==> config.mk <==
export PLATFORM = sky130hd
export DESIGN_NAME = pwr_mode_ctrl
export DESIGN_NICKNAME = d
export VERILOG_FILES = /design/src/rtl/pm_pkg.sv /design/src/rtl/pm_idle_timer.sv /design/src/rtl/pm_settle_timer.sv /design/src/rtl/pwr_mode_ctrl.sv
export SDC_FILE = /design/constraint.sdc
export NUM_CORES = 1
export LEC_CHECK = 0
export BUFFER_PORTS_ARGS = -buffer_cell sky130_fd_sc_hd__buf_2
export CORE_ASPECT_RATIO = 1.25
export CORE_MARGIN = 1.5
export CORE_UTILIZATION = 25
export CTS_BUF_LIST = sky130_fd_sc_hd__clkbuf_16
export CTS_CLUSTER_DIAMETER = 60
export DETAILED_ROUTE_END_ITERATION = 8
export GPL_TIMING_DRIVEN = 0
export SYNTH_ARGS = -nofsm -noshare
export SYNTH_HDL_FRONTEND = slang
export SYNTH_SLANG_ARGS = --single-unit
==> constraint.sdc <==
create_clock -name clk -period 2.71 [get_ports clk]
set_input_delay 0.4065 -clock clk [delete_from_list [all_inputs] [get_ports clk]]
set_output_delay 0.4065 -clock clk [all_outputs]
set_load 0.1 [all_outputs]
==> src/rtl/pm_pkg.sv <==
package pm_pkg;
    typedef enum logic [1:0] {
        PM_IDLE   = 2'd0,
        PM_ACTIVE = 2'd1,
        PM_SLEEP  = 2'd2,
        PM_WAKE   = 2'd3
    } pm_state_e;
endpackage

==> src/rtl/pm_idle_timer.sv <==
// Inactivity counter. It counts while run is high and clears whenever run drops.
module pm_idle_timer #(
    parameter int TW = 16
) (
    input  logic          clk,
    input  logic          rst_n,
    input  logic          run,
    input  logic [TW-1:0] limit,
    output logic          expired
);
    logic [TW-1:0] cnt_q;

    always_ff @(posedge clk or negedge rst_n) begin
        if (!rst_n) begin
            cnt_q <= '0;
        end else if (!run) begin
            cnt_q <= '0;
        end else if (cnt_q != {TW{1'b1}}) begin
            cnt_q <= cnt_q + 1'b1;
        end
    end

    // Greater-or-equal, so that a threshold lowered below the running count still trips.
    always_comb begin
        expired = run && (limit != '0) && (cnt_q >= (limit - {{(TW-1){1'b0}}, 1'b1}));
    end
endmodule

==> src/rtl/pm_settle_timer.sv <==
// Counts the settle cycles that follow a wake event.
module pm_settle_timer #(
    parameter int SETTLE_CYC = 4
) (
    input  logic clk,
    input  logic rst_n,
    input  logic run,
    output logic done
);
    localparam int SW = $clog2(SETTLE_CYC + 1);
    localparam logic [SW-1:0] LAST = SW'(SETTLE_CYC - 1);

    logic [SW-1:0] cnt_q;

    always_ff @(posedge clk or negedge rst_n) begin
        if (!rst_n) begin
            cnt_q <= '0;
        end else if (!run) begin
            cnt_q <= '0;
        end else begin
            cnt_q <= cnt_q + 1'b1;
        end
    end

    always_comb begin
        done = run && (cnt_q == LAST);
    end
endmodule

==> src/rtl/pwr_mode_ctrl.sv <==
// Power mode sequencer: idle / active / sleep / wake.
module pwr_mode_ctrl #(
    parameter int TW         = 16,
    parameter int SETTLE_CYC = 4
) (
    input  logic          clk,
    input  logic          rst_n,
    input  logic          cmd_req,
    input  logic          soft_rst,
    input  logic          cmd_done,
    input  logic [TW-1:0] idle_limit,
    output logic [1:0]    mode,
    output logic          core_clk_en,
    output logic          wake_o
);
    import pm_pkg::*;

    pm_state_e state_q, state_d;
    logic      wake_q;
    logic      any_ev;
    logic      idle_run, idle_expired;
    logic      settle_run, settle_done;

    assign any_ev     = cmd_req | soft_rst;
    assign idle_run   = (state_q == PM_IDLE) && !any_ev;
    assign settle_run = (state_q == PM_WAKE);

    pm_idle_timer #(.TW(TW)) u_idle_timer (
        .clk     (clk),
        .rst_n   (rst_n),
        .run     (idle_run),
        .limit   (idle_limit),
        .expired (idle_expired)
    );

    pm_settle_timer #(.SETTLE_CYC(SETTLE_CYC)) u_settle_timer (
        .clk   (clk),
        .rst_n (rst_n),
        .run   (settle_run),
        .done  (settle_done)
    );

    // Next-state logic
    always_comb begin
        state_d = state_q;
        unique case (state_q)
            PM_IDLE: begin
                if (any_ev) begin
                    state_d = PM_ACTIVE;      // start
                end else if (idle_expired) begin
                    state_d = PM_SLEEP;       // doze
                end
            end
            PM_ACTIVE: begin
                if (cmd_done && !any_ev) begin
                    state_d = PM_IDLE;        // finish
                end
            end
            PM_SLEEP: begin
                if (any_ev) begin
                    state_d = PM_WAKE;        // rouse
                end
            end
            PM_WAKE: begin
                if (settle_done) begin
                    state_d = PM_ACTIVE;      // settle
                end
            end
        endcase
    end

    // State register
    always_ff @(posedge clk or negedge rst_n) begin
        if (!rst_n) begin
            state_q <= PM_IDLE;
            wake_q  <= 1'b0;
        end else begin
            state_q <= state_d;
            wake_q  <= (state_q == PM_WAKE) && settle_done;
        end
    end

    // Outputs
    always_comb begin
        mode        = state_q;
        core_clk_en = (state_q != PM_SLEEP);
        wake_o      = wake_q;
    end
endmodule

* Word-level counts from Yosys, hierarchy flattened
Cells that the tools add are included.
** Storage, ports and cells
- Register bits after elaboration :: 22
- Input bits :: 21
- Output and inout port bits :: 4
- Word-level logic and storage cells :: 39
** Cells by class
- $add $sub $neg :: 3
- $lt $le $gt $ge :: 1
- Equal/unequal tests :: 11
- Multiplexer cells :: 9
- Bitwise gates (word level) :: 1
- Reductions and logical operators :: 10
** Operators with widths (number)
- 16-bit two-way mux :: 2
- 16-bit by 1-bit adder with 16-bit output (second input constant) :: 1
- 16-bit >= comparator :: 1
- 16-bit inequality test (second input constant) :: 1
- 16-bit nonzero test :: 1
- 16-bit by 1-bit subtractor with 16-bit output (second input constant) :: 1
- 2-bit two-way mux :: 5
- 2-bit inequality test (second input constant) :: 5
- 2-bit case mux with 4 select lines :: 1
- 1-bit logical AND :: 6
- 2-bit == test (second input constant) :: 2
- 4-bit AND reduction :: 1
- 3-bit by 1-bit adder with 3-bit output (second input constant) :: 1
- 3-bit by 2-bit == test with 1-bit output (second input constant) :: 1
- 3-bit two-way mux :: 1
- 3-bit inequality test (second input constant) :: 1
- 2-bit by 1-bit == test with 1-bit output (second input constant) :: 1
- 2-bit zero test :: 1
- 1-bit zero test :: 1
- 1-bit bitwise OR :: 1

* Logic depth before layout (Yosys ltp)
Gate-level depths: netlist of the first run.
- Word-level depth :: 8
- Gate-level depth with buffers :: 11
- Depth with buffers taken out :: 11

* Cells and area by module
A second synthesis of the first run with hierarchy kept.
** Second synthesis, totals
- Cells, all modules :: 195
- Area total of the unflattened synthesis :: 1710.4 um^2
** Modules (own cells, without submodules)
- pm_idle_timer :: instances 1, cells an instance 173, area an instance 1440.1 um^2, sequential area each 400.4 um^2
- pwr_mode_ctrl :: instances 1, cells an instance 12, area an instance 138.9 um^2, sequential area each 75.1 um^2
- pm_settle_timer :: instances 1, cells an instance 10, area an instance 131.4 um^2, sequential area each 75.1 um^2

* Least setup slack after synthesis of the first run
Ideal clock, no wire load.
- Path type :: input to register
- From :: in idle_limit[2]
- To :: reg state_q[1], in the netlist mode[1]
- Setup time :: 0.073 ns
- Arrival time :: 2.736 ns
- Required time :: 2.637 ns
- Setup slack :: -0.099 ns
- Stages :: 9
- Buffers on the path :: 0
- Cells stage by stage :: nor3_1 > nand4b_1 > nor4_1 > xnor2_1 > ha_1 > nand4_1 > or4_1 > o32a_1 > a2bb2oi_2
** Between the ends
- Word-level cells in the longest chain between the ends :: 5
- Elaborated cells between the ends (all ways) :: 7
- Those cells by class :: add/sub: 1; order compare: 1; eq/ne: 1; reduce/logical: 4
** Ends and longest elaborated chain
- from (decl) :: line pwr_mode_ctrl.sv:11 : input logic [TW-1:0] idle_limit,
- 16-bit by 1-bit subtractor with 16-bit output or 16-bit nonzero test (tied branches) :: line pm_idle_timer.sv:25 : expired = run && (limit != '0) && (cnt_q >= (limit - {{(TW-1){1'b0}}, 1'b1}));
- 16-bit >= comparator or 1-bit logical AND (tied branches) :: line pm_idle_timer.sv:25
- 1-bit logical AND * :: line pm_idle_timer.sv:25
- 3-bit inequality test (no line) *
- 4-bit AND reduction (no line) *
- to (signal assigned) :: line pwr_mode_ctrl.sv:78 : state_q <= state_d;
- to (decl) :: line pwr_mode_ctrl.sv:18 : pm_state_e state_q, state_d;
Every way passes the cells marked *; elsewhere a longest branch is shown, timed or not.
A chain may end at the register's enable or synchronous reset.

* Worst setup path after layout of the first run
- From :: in idle_limit[3]
- To :: reg state_q[1], in the netlist mode[1]
The elaborated chain is that of the path after synthesis.

==> results of run 1 <==
-- state kept, by name (all words and copies together) (netlist names) --
register	cells
u_idle_timer.cnt_q	16
u_settle_timer.cnt_q	3
mode	2
wake_o	1
-- final timing paths --
check / start / endpoint / slack, ps / depth (start not counted)
max reg2reg: u_idle_timer.cnt_q[0]$_DFFE_PN0P_ / mode[1]$_DFFE_PN0P_ / 750 / 6
max in group asynchronous: rst_n / u_idle_timer.cnt_q[13]$_DFFE_PN0P_ / 2260 / 1
max: idle_limit[3] / mode[1]$_DFFE_PN0P_ / 110 / 11
min reg2reg: u_settle_timer.cnt_q[0]$_DFF_PN0_ / u_settle_timer.cnt_q[0]$_DFF_PN0_ / 440 / 1
min: rst_n / wake_o$_DFF_PN0_ / 110 / 1
min in group clk: cmd_req / mode[0]$_DFFE_PN0P_ / 380 / 2
-- placed cells by master, fill, tap and decap left out, drive strengths merged, types with 4 or more instances in the layout --
cell,Yosys,final
a21oi,18,18
and3,4,4
and4,5,5
buf,4,32
dfrtp,22,22
ha,20,20
inv,7,7
nand2,22,22
nand2b,6,6
nand3,6,6
nand4,7,7
nor2,15,15
nor3,10,10
nor4,6,6
o21ai,6,6
or4,6,6
xnor2,8,8
xor2,6,6
-- cells by family after synthesis --
family	Yosys count	synth area share (%)
flip-flops	22	30.4
XOR/XNOR	14	6.76
multiplexers	2	1.10
buffers and inverters	11	3.24
AND/OR/NAND/NOR	91	28.3
adder cells (fa/ha/maj)	20	13.8
AO/OA/AOI/OAI	44	16.4
-- layout make-up --
type                    count  area [um2]  area share (%)
flip-flops and latches     22         551            25.0
repair buffers             28         150            6.81
clock buffers               3        75.1            3.41
well taps                  90         113            5.11
clock inverters             1        3.75           0.170
plain buffers               4        32.5            1.48
multi-input cells         171        1250            56.9
inverters                   7        26.3            1.19
-- power groups by stage --
stage / clock network (uW) / logic (uW) / registers (uW)
finish: 315 / 227 / 375
global route: 334 / 247 / 380
CTS: 319 / 230 / 375
detailed placement: 0 / 224 / 381
global placement: 0 / 221 / 381
floorplan: 0 / 90.5 / 447
-- stage by stage --
stage	hold WS (ps)	util [%]	total power, uW	setup TNS [ps]	worst slack [ps]
after global routing	146	31.6	961	-4.87	-4.87
after global placement	410	29.6	601	-367	-367
after CTS	131	31.5	924	0	73.9
final	112	31.6	917	0	112
after detailed placement	410	29.6	605	-393	-393
after floorplan	111	-	538	0	33.3
-- critical path, delay by kind of cell --
kind            cells  cell delay [ps]
xor+xnor            1              100
buf+inv             2              360
fa+ha+maj           1              290
compound gates      2              450
simple gates        5             1170
-- per-layer routing --
layer | wire (um) | share of wire [%]
met4 | 96 | 2.2
met5 | 0 | 0
met1 | 1970 | 46
met3 | 136 | 3.2
met2 | 2080 | 49
-- repair_timing --
item | 4_1_cts | 5_1_grt
gates resized for setup | 6 | 1
setup endpoints to repair | 1 | 1
gates cloned | 0 | 0
setup buffers | 4 | 0
hold buffers | 0 | 0
pin swaps | 11 | 6
==> impl_metrics.py, run 1 <==
metrics = {
    "detailed_routing": {
        "ant_nets": 0,
        "post_drt_wl_per_cell_um": 13.1,
        "drc_errors": 0,
        "via_per_inst": 5.12,
        "drtIter0Drc": 99,
        "vias": 1669,
        "totalWireLength_um": 4280,
        "firstDrtPassIters": 4,
    },
    "layout": {
        "fillers": 748,
        "nNetsFinal": 278,
        "drive_above_1_share_pct": 19.9,
        "area_growth_pct": 21.6,
        "fin_area_um2": 2200,
        "insertedDiodeCount": 0,
        "post_layout_nonfiller_instances": 326,
    },
    "synth": {
        "synthFlopType": "dfrtp_1",
        "synth_area_per_cell_um2": 8.89,
        "ys_ff_latch": 22,
        "yosysUniqueCellTypes": 41,
        "netlist_area_um2": 1810,
        "synth-edff-count": 0,
        "synthTopCellsByCount": "dfrtp_1, nand2_1, ha_1, a21oi_1, nor2_1",
        "async_reset_ff_share_pct": 100,
        "yosysTopAreaCellShare_pct": 30.4,
        "ys_seq_area_share_pct": 30.4,
        "ys_warn_count": 0,
        "synth_top_area_cell": "dfrtp_1",
        "synth_fp_nets": 245,
        "synthCells": 204,
        "synthTopCellsByArea": "dfrtp_1, ha_1, a21oi_1, nand2_1, xnor2_1",
    },
    "setup_path": {
        "end_kind": "flop",
        "critPathMaxFanout": 5,
        "crit_slowest_cell": "or4_1",
        "max_stage_delay_ps": 410,
        "startpoint_type": "input pin",
        "worstPathCellList": "buf_2, nor4_4, nand4b_1, buf_4, nor3_4, xnor2_1, ha_1, nand4_1, or4_1, o32a_1, a2bb2oi_2",
        "critical_path_class": "in -> reg",
        "arrival_ps": 2790,
        "worstPathRequired_ps": 2900,
    },
    "placed_design": {
        "placed_area_um2": 2060,
        "placed_cells": 318,
        "dpl.hpwl_um": 3300,
        "gp_congestion": 0.780,
        "port_buffers": 24,
    },
    "grt": {
        "grt_start_max_net_pins": 23,
        "grt_util_met3_pct": 1.12,
        "grtUsageMet2_pct": 19.2,
        "grtUsageTotal_pct": 11.4,
        "top_usage_layer": "met2",
        "antenna_found_initial": 0,
        "use_met1_pct": 14.6,
        "grt_pass1_wl_um": 7110,
        "grt_pass1_vias": 1558,
        "grt_overflow": 0,
    },
    "floorplanning": {
        "rows": 34,
        "core_um2": 6980,
        "die_area_um2": 7770,
        "die_h_um": 98.2,
        "pin_count": 25,
        "initial_utilization_pct": 26.0,
        "die_w_um": 79.2,
    },
    "pwr": {
        "p_seq_share_pct": 40.9,
        "comb_power_share_pct": 24.8,
        "p_clk_share_pct": 34.3,
        "power_density_nw_per_um2": 416,
        "swShare_pct": 32.4,
        "peakVddDrop_uv": 213,
        "p_switching_uw": 297,
        "intPower_uw": 620,
        "p_leak_uw": 0.000877,
    },
    "timing": {
        "drv_slew": 0,
        "period_minus_slack_ps": 2600,
        "tightest_slew_ps": 889,
        "skew_ps": 2.65,
        "hold_viol": 0,
        "period_share_pct": 95.9,
        "rsz0062_at_grt": "true",
        "slew_headroom_pct": 40.3,
        "max_freq_mhz": 385,
        "finalSetupViolCount": 0,
    },
    "job": {
        "cap_violations": 0,
    },
    "clock_tree": {
        "cts_root_buf": "clkbuf_16",
        "clock_sinks": 22,
        "numCtsBuffers": 3,
        "cts_tree": "built",
        "h-tree-depth": 1,
        "clk_pin_slew_worst_paths_ps": 60,
        "clk_latency_ps": 260,
        "cts.path.max_buffers": 2,
    },
    "status": {
        "status": "complete, no violations",
    },
    "worst_hold_path": {
        "hp-class": "in -> async",
    },
}
Note: power is estimated with default switching activity, not from simulation.
==> run 2: changes to the inputs <==
--- a/config.mk
+++ b/config.mk
@@ -6,4 +6,5 @@
 export NUM_CORES = 1
 export LEC_CHECK = 0
+export ABC_CLOCK_PERIOD_IN_PS = 2710
 export BUFFER_PORTS_ARGS = -buffer_cell sky130_fd_sc_hd__buf_2
 export CORE_ASPECT_RATIO = 1.25
==> constraint.sdc (replaced) <==
create_clock -name clk -period 2.71 [get_ports clk]
set_input_delay 0.813 -clock clk [delete_from_list [all_inputs] [get_ports clk]]
set_output_delay 0.813 -clock clk [all_outputs]
set_load 0.1 [all_outputs]
==> run 2 against run 1 <==
  * The run now ends with setup timing left
  * Worst setup slack worse by 400 ps
  * Clock skew is 1.2 ps lower
  * Register-to-register slack got worse by 30 ps
  * Critical path depth is 1 lower
  * Global-route usage is 0.61 points higher
  * First-iteration DRC count decreased by 21%
  * Sequential power is essentially flat
  * Via count increased by 1.7%
  * Routed wire length is 3.1% higher
  * Power increased by 0.67%
  * Flip-flop and latch count unchanged
  * Sequential share of layout area fell by 0.58 points
  * Largest cell class unchanged
==> impl_metrics.py, run 2 (synthesis results as in run 1) <==
metrics = {
    "status": {
        "status": "finished, violations left",
        "violations": "setup timing",
    },
    "clock_tree": {
        "numCtsBuffers": 3,
        "h-tree-depth": 1,
        "cts.path.max_buffers": 2,
        "hold_buffers": 0,
        "clk_latency_ps": 250,
        "cts_tree": "built",
        "cts_root_buf": "clkbuf_16",
        "clk_pin_slew_worst_paths_ps": 60,
        "clock_sinks": 22,
    },
    "layout": {
        "fin_area_um2": 2260,
        "fillers": 751,
        "multi_input_area_um2": 1270,
        "nNetsFinal": 281,
        "final-seq-area_um2": 551,
        "top_register": "u_idle_timer.cnt_q",
        "layout_commonest_cell": "buf_2",
        "area_growth_pct": 24.5,
        "drive_above_1_share_pct": 21.3,
        "post_layout_nonfiller_instances": 329,
        "largest_register_ffs": 16,
        "final_util_pct": 32.4,
        "insertedDiodeCount": 0,
        "final_cell_mix": "buf_2, nand2_1, dfrtp_1",
    },
    "pwr": {
        "p_clk_share_pct": 33.8,
        "comb_power_share_pct": 25.4,
        "p_leak_uw": 0.000895,
        "p_switching_uw": 296,
        "swShare_pct": 32.1,
        "power_density_nw_per_um2": 409,
        "p_seq_share_pct": 40.8,
        "peakVddDrop_uv": 201,
        "power.total_uw": 923,
        "intPower_uw": 627,
    },
    "timing": {
        "skew_ps": 1.46,
        "period_share_pct": 111,
        "slew_headroom_pct": 37.8,
        "drv_slew": 0,
        "rsz0062_at_grt": "true",
        "max_freq_mhz": 333,
        "finalSetupViolCount": 1,
        "hold_viol": 0,
        "tightest_slew_ps": 925,
        "layout_setup_ws_ps": -291,
        "period_minus_slack_ps": 3000,
        "fin_setup_tns_ps": -291,
    },
    "detailed_routing": {
        "drtIter0Drc": 78,
        "post_drt_wl_per_cell_um": 13.4,
        "totalWireLength_um": 4410,
        "vias": 1697,
        "firstDrtPassIters": 4,
        "drc_errors": 0,
        "ant_nets": 0,
        "via_per_inst": 5.16,
    },
    "setup_path": {
        "critical_path_class": "in -> reg",
        "reg2reg_slack_ps": 720,
        "worstPathCellList": "buf_6, nor4_4, nand4b_1, nor2_1, xnor2_1, ha_1, nand4_1, or4_1, o32a_1, a2bb2oi_2",
        "cp_num_buf_inv": 1,
        "critPathMaxFanout": 3,
        "arrival_ps": 3190,
        "critical_path.top_delay_family": "simple AND/OR/NAND/NOR gates",
        "end_kind": "flop",
        "worstPathRequired_ps": 2900,
        "startpoint_type": "input pin",
        "max_stage_delay_ps": 510,
        "crit_slowest_cell": "or4_1",
    },
    "grt": {
        "grt_overflow": 0,
        "grtUsageTotal_pct": 12.0,
        "grt_pass1_vias": 1605,
        "grt_start_max_net_pins": 23,
        "grt_pass1_wl_um": 7540,
        "antenna_found_initial": 0,
    },
    "floorplanning": {
        "rows": 34,
        "die_h_um": 98.2,
        "die_w_um": 79.2,
        "core_um2": 6980,
        "pin_count": 25,
        "initial_utilization_pct": 26.0,
        "die_area_um2": 7770,
    },
    "worst_hold_path": {
        "hp-class": "reg -> reg",
    },
    "placed_design": {
        "dpl.hpwl_um": 3350,
        "gp_congestion": 0.775,
        "port_buffers": 24,
        "placed_area_um2": 2090,
        "placed_cells": 318,
    },
    "job": {
        "cap_violations": 0,
    },
}
[run 2: final cells by class]
type / instances / share of cell area, %
inverter: 7 / 1.16
multi-input combinational: 171 / 56.2
sequential: 22 / 24.4
tap: 90 / 4.99
timing repair buffer: 31 / 8.37
clock inverter: 1 / 0.166
buffer: 4 / 1.44
clock buffer: 3 / 3.33
[run 2: worst paths after layout]
| path | from | endpoint | cells after the start |
|---|---|---|---|
| worst min-delay path | u_settle_timer.cnt_q[0]$_DFF_PN0_ | u_settle_timer.cnt_q[0]$_DFF_PN0_ | 1 |
| min in group asynchronous | rst_n | mode[0]$_DFFE_PN0P_ | 1 |
| worst max register to register | u_idle_timer.cnt_q[0]$_DFFE_PN0P_ | mode[1]$_DFFE_PN0P_ | 6 |
| max in group asynchronous | rst_n | u_idle_timer.cnt_q[5]$_DFFE_PN0P_ | 1 |
| worst max-delay path | idle_limit[5] | mode[1]$_DFFE_PN0P_ | 10 |
| worst min register to register | u_settle_timer.cnt_q[0]$_DFF_PN0_ | u_settle_timer.cnt_q[0]$_DFF_PN0_ | 1 |
[run 2: worst register-to-register path: stages, from the launching register on]
cell	delay, ps
dfrtp_1	410
inv_1	90
ha_1	270
nand2b_1	140
a2111oi_0	600
o32a_1	310
a2bb2oi_2	60
[run 2: power groups by stage]
stage          Clock, uW  Sequential, uW  Combinational [uW]
2_1_floorplan          0             447                91.3
3_3_place_gp           0             381                 222
3_5_place_dp           0             382                 224
4_1_cts              322             376                 230
5_1_grt              337             382                 257
6_report             312             376                 235
[run 2: metrics by stage]
step	hold WS [ps]	setup WS (ps)
2_1_floorplan	410	-331
3_3_place_gp	431	-751
3_5_place_dp	433	-751
4_1_cts	441	-397
5_1_grt	467	-396
6_report	434	-291
[run 2: repair_timing]
action / in CTS / in global routing
pin swaps: 9 / 11
endpoints found under the setup margin: 1 / 1
buffers inserted: 2 / 5
gates resized for setup: 6 / 2
[run 2: metal layers]
| layer | global-route usage [%] | part of all wire, % | vias up |
|---|---|---|---|
| met5 | 0 | 0 | - |
| li1 | - | - | 845 |
| met2 | 20.8 | 50 | 17 |
| met1 | 15.1 | 47 | 831 |
| met4 | 3.91 | 1.0 | 0 |
| met3 | 1.40 | 1.4 | 4 |
